**src/rtl/csi_pkg.sv**
```systemverilog
package csi_pkg;
  localparam int N_CH = 4;
  localparam int CH_W = $clog2(N_CH);

  typedef struct packed {
    logic            en;
    logic [CH_W-1:0] ch;
  } ctrl_t;

  localparam int CTRL_W = $bits(ctrl_t);
endpackage

```
**src/rtl/csi_sync.sv**
```systemverilog
module csi_sync #(
  parameter int          W      = 4,
  parameter int          STAGES = 2,
  parameter logic [W-1:0] RST_VAL = '1
) (
  input  logic         clk_i,
  input  logic         rst_ni,
  input  logic [W-1:0] d_i,
  output logic [W-1:0] q_o
);
  logic [W-1:0] stage_q [STAGES];

  always_ff @(posedge clk_i or negedge rst_ni) begin
    if (!rst_ni) stage_q[0] <= RST_VAL;
    else         stage_q[0] <= d_i;
  end

  for (genvar s = 1; s < STAGES; s++) begin : g_stage
    always_ff @(posedge clk_i or negedge rst_ni) begin
      if (!rst_ni) stage_q[s] <= RST_VAL;
      else         stage_q[s] <= stage_q[s-1];
    end
  end

  assign q_o = stage_q[STAGES-1];
endmodule

```
**src/rtl/csi_ctrl_regs.sv**
```systemverilog
module csi_ctrl_regs
  import csi_pkg::*;
#(
  parameter int DATA_W = 8
) (
  input  logic              clk_i,
  input  logic              rst_ni,
  input  logic              wr_en_i,
  input  logic              rd_en_i,
  input  logic [DATA_W-1:0] wdata_i,
  input  logic [N_CH-1:0]   pend_i,
  output ctrl_t             ctrl_o,
  output logic [DATA_W-1:0] rdata_o
);
  localparam int PEND_LSB = DATA_W - N_CH;

  ctrl_t             ctrl_q;
  logic [DATA_W-1:0] rdata_q;
  logic [DATA_W-1:0] rd_word;

  always_comb begin
    rd_word                          = '0;
    rd_word[CTRL_W-1:0]              = ctrl_q;
    rd_word[DATA_W-1 -: N_CH]        = pend_i;
  end

  always_ff @(posedge clk_i or negedge rst_ni) begin
    if (!rst_ni) ctrl_q <= '0;
    else if (wr_en_i) ctrl_q <= ctrl_t'(wdata_i[CTRL_W-1:0]);
  end

  // snapshot taken at read edge, then held
  always_ff @(posedge clk_i or negedge rst_ni) begin
    if (!rst_ni) rdata_q <= '0;
    else if (rd_en_i) rdata_q <= rd_word;
  end

  assign ctrl_o  = ctrl_q;
  assign rdata_o = rdata_q;
endmodule

```
**src/rtl/csi_sel_decode.sv**
```systemverilog
module csi_sel_decode
  import csi_pkg::*;
(
  input  ctrl_t           ctrl_i,
  output logic [N_CH-1:0] sel_o
);
  for (genvar c = 0; c < N_CH; c++) begin : g_sel
    assign sel_o[c] = ctrl_i.en && (ctrl_i.ch == CH_W'(c));
  end
endmodule

```
**src/rtl/chan_sel_irq.sv**
```systemverilog
module chan_sel_irq
  import csi_pkg::*;
#(
  parameter int DATA_W      = 8,
  parameter int SYNC_STAGES = 2
) (
  input  logic              clk_i,
  input  logic              rst_ni,
  input  logic              wr_en_i,
  input  logic              rd_en_i,
  input  logic [DATA_W-1:0] wdata_i,
  output logic [DATA_W-1:0] rdata_o,
  input  logic [N_CH-1:0]   int_ni,
  output logic [N_CH-1:0]   sel_o,
  output logic              irq_oe_o
);
  logic [N_CH-1:0] int_sync_n;
  logic [N_CH-1:0] pend;
  ctrl_t           ctrl;

  csi_sync #(
    .W      (N_CH),
    .STAGES (SYNC_STAGES),
    .RST_VAL('1)
  ) i_sync (
    .clk_i  (clk_i),
    .rst_ni (rst_ni),
    .d_i    (int_ni),
    .q_o    (int_sync_n)
  );

  assign pend     = ~int_sync_n;
  assign irq_oe_o = |pend;

  csi_ctrl_regs #(
    .DATA_W (DATA_W)
  ) i_regs (
    .clk_i   (clk_i),
    .rst_ni  (rst_ni),
    .wr_en_i (wr_en_i),
    .rd_en_i (rd_en_i),
    .wdata_i (wdata_i),
    .pend_i  (pend),
    .ctrl_o  (ctrl),
    .rdata_o (rdata_o)
  );

  csi_sel_decode i_dec (
    .ctrl_i (ctrl),
    .sel_o  (sel_o)
  );
endmodule

```
**config.mk**
```make
export PLATFORM = sky130hd
export DESIGN_NAME = chan_sel_irq
export DESIGN_NICKNAME = d
export VERILOG_FILES = /design/src/rtl/csi_pkg.sv /design/src/rtl/csi_sync.sv /design/src/rtl/csi_ctrl_regs.sv /design/src/rtl/csi_sel_decode.sv /design/src/rtl/chan_sel_irq.sv
export SDC_FILE = /design/constraint.sdc
export NUM_CORES = 1
export LEC_CHECK = 0
export CAP_MARGIN = 20
export CORE_MARGIN = 4
export CORE_UTILIZATION = 35
export CTS_CLUSTER_DIAMETER = 200
export DETAILED_ROUTE_END_ITERATION = 6
export PLACE_DENSITY = 0.75
export SLEW_MARGIN = 10
export SYNTH_ARGS = -nofsm -noshare
export SYNTH_HDL_FRONTEND = slang
export SYNTH_SLANG_ARGS = --single-unit
```
**constraint.sdc**
```tcl
create_clock -name clk_i -period 2.7 [get_ports clk_i]
set_clock_uncertainty 0.2 [all_clocks]
set_input_delay 0.405 -clock clk_i [delete_from_list [all_inputs] [get_ports clk_i]]
set_output_delay 0.405 -clock clk_i [all_outputs]
set_load 0.01 [all_outputs]
```
==> results.py <==
metrics = {
    "detailed_routing": {
        "drt_iter0_drc": 0,
        "firstDrtPassIters": 1,
        "wl_per_cell_um": 10.9,
        "ant_nets": 0,
        "vias_per_cell": 4.32,
        "vias": 389,
        "wl_um": 980,
        "post-route-drc-count": 0,
    },
    "setup_path": {
        "crit_path_end": "sel_o[0]",
        "cp_data_required_time_ps": 2100,
        "startpoint": "i_regs.ctrl_o[1]",
        "reg2reg_to": "i_regs.ctrl_o[0]",
        "r2r_setup_slack_ps": 1690,
        "cpMaxStageDelayCell": "clkdlybuf4s50_1",
        "crit_path_end_kind": "output pin",
        "r2r_start": "i_regs.ctrl_o[0]",
        "worstPathArrival_ps": 1490,
        "critPathLaunchType": "flop",
        "path_cells": "nor3b_1 -> clkdlybuf4s50_1",
        "crit_cells": 2,
        "crit_family": "buffers and inverters",
        "worstSetupPathType": "flop to output pin",
        "crit_fanout": 6,
        "worstRegToRegCells": 1,
        "slowest_delay_ps": 570,
        "crit_buf_inv": 1,
    },
    "yosys": {
        "yosys.cell_types.count": 15,
        "avgSynthCellArea_sq_um": 15.9,
        "postSynthCellCount": 41,
        "yosys_warnings": 0,
        "yosysSeqAreaShare": 0.705,
        "synth-seq-cells": 18,
        "syn_nets": 57,
        "netlist_area_sq_um": 653,
    },
    "floorplan": {
        "die_area_sq_um": 2620,
        "boundaryPins": 29,
        "die_x_um": 51.2,
        "core-area_sq_um": 1750,
        "rows": 15,
        "initial_core_util": 0.374,
        "die_h_um": 51.2,
    },
    "global_routing": {
        "grt_overflow": 0,
        "grt_max_degree": 19,
        "track_usage": 0.0915,
        "antenna_found_initial": 0,
        "grt_pass1_vias": 437,
        "grt_pass1_wl_mm": 1.75,
    },
    "clocking": {
        "root_buffer": "clkbuf_4",
        "postCtsSetupRepairBufs": 0,
        "path_clk_slew_ps": 100,
        "clk_latency_ps": 280,
        "cts_tree": "yes",
        "cts_buffer_depth": 2,
        "cts.htree.levels": 1,
        "cts_resized": 0,
        "holdBufCountCts": 0,
        "numClockSinks": 18,
        "cts_buffers": 3,
    },
    "power": {
        "vdd_ir_drop_max_uv": 329,
        "leakagePower_nw": 0.410,
        "power.density_nw_per_um2": 612,
    },
    "status": {
        "status": "complete, no violations",
    },
    "sta": {
        "holdWs_ps": 158,
        "hold_viol": 0,
        "setup_viol": 0,
        "rsz0062_at_grt": "false",
        "fmax_ghz": 0.477,
        "fin_crit_sh": 0.776,
        "finalSetupTns_ps": 0,
        "maxSlewHeadroom": 0.511,
        "min_period_ps": 2100,
        "slew_violations": 0,
        "worstMarginPinSlew_ps": 731,
    },
    "final_layout": {
        "diodes": 0,
        "fillers": 149,
        "drive_gt1_frac": 0.277,
        "layout.nets": 82,
        "seqCellArea_sq_um": 460,
        "postLayoutCoreUtil": 0.528,
        "area.growth.synth_to_final_pct": 41.2,
        "multi_input_area_sq_um": 159,
    },
    "placed_design": {
        "port_buffers": 22,
        "gp_congestion": 0.665,
    },
    "worst_hold_path": {
        "min_path_type": "flop to flop",
    },
    "flow_run": {
        "drv_cap": 0,
    },
}
metrics by stage:
step | total power [W] | worst slack [ps] | area, sq um | instances
2_1_floorplan | 0.000355 | 1360 | 653 | 41
3_3_place_gp | 0.000411 | 902 | 886 | 86
3_5_place_dp | 0.000413 | 906 | 886 | 86
4_1_cts | 0.000574 | 577 | 922 | 90
5_1_grt | 0.000595 | 510 | 922 | 90
6_report | 0.000565 | 605 | 922 | 90
placed cells by master (no fill, tap or decap):
| cell | netlist | routed |
|---|---|---|
| nand2_1 | 1 | 1 |
| mux2_4 | 3 | 3 |
| inv_1 | 4 | 4 |
| nor2_1 | 1 | 1 |
| and3b_1 | 1 | 1 |
| and3_1 | 1 | 1 |
| conb_1 | 1 | 1 |
| dfstp_2 | 8 | 8 |
| mux2i_1 | 4 | 4 |
| clkbuf_4 | 0 | 3 |
| mux2_2 | 3 | 3 |
| dfrtp_1 | 10 | 10 |
| nand4_1 | 1 | 1 |
| nor3b_1 | 1 | 1 |
| clkdlybuf4s50_1 | 0 | 22 |
| clkbuf_8 | 0 | 1 |
worst min-delay path by stage:
stage / startpoint / end / slack (ps) / cells after the start
finish: i_sync.stage_q[4] / i_sync.q_o[0] / 160 / 0
floorplan: rst_ni / i_regs.ctrl_o[0] / -90 / 0
global route: i_sync.stage_q[4] / i_sync.q_o[0] / 160 / 0
global placement: i_sync.stage_q[6] / i_sync.q_o[2] / 150 / 0
CTS: i_sync.stage_q[7] / i_sync.q_o[3] / 160 / 0
detailed placement: i_sync.stage_q[4] / i_sync.q_o[0] / 150 / 0
power breakdown:
| group | switching [W] | internal (W) | leakage [nW] |
|---|---|---|---|
| registers | 0.0000149 | 0.000298 | 0.201 |
| clock network | 0.0000763 | 0.0000820 | 0.0210 |
| logic | 0.0000319 | 0.0000619 | 0.188 |
synthesized netlist by cell type:
library cell,instances,area share
nor3b_1,1,0.011
nand2_1,1,0.0057
mux2i_1,4,0.061
and3b_1,1,0.013
mux2_4,3,0.069
conb_1,1,0.0057
nand4_1,1,0.0096
dfstp_2,8,0.32
dfrtp_1,10,0.38
mux2_2,3,0.052
buf_6,1,0.017
nor2_1,1,0.0057
inv_1,4,0.023
and3_1,1,0.0096
buf_4,1,0.011
sequential cells by signal, indices dropped and copies added, names as in the netlist:
| register | cells |
|---|---|
| i_sync.stage_q | 4 |
| i_regs.ctrl_o | 3 |
| i_regs.rdata_o | 7 |
| i_sync.q_o | 4 |
layout make-up:
type / count / share of cell area
Inverter: 4 / 0.0163
Sequential cell: 18 / 0.499
Multi-Input combinational cell: 17 / 0.172
Tap cell: 25 / 0.0339
Timing Repair Buffer: 22 / 0.239
Clock buffer: 4 / 0.0393
metal layers:
| metal | wire, um | global-route usage |
|---|---|---|
| met4 | 0 | 0.0538 |
| met3 | 80 | 0.0204 |
| met1 | 388 | 0.0996 |
| met5 | 0 | 0 |
| met2 | 511 | 0.161 |
cell families after synthesis:
family / Yosys count / synth area share
buffers and inverters: 6 / 0.0517
flip-flops: 18 / 0.705
multiplexers: 10 / 0.182
other: 1 / 0.00574
AND/OR/NAND/NOR: 6 / 0.0556
(Power assumes the default switching activity.)
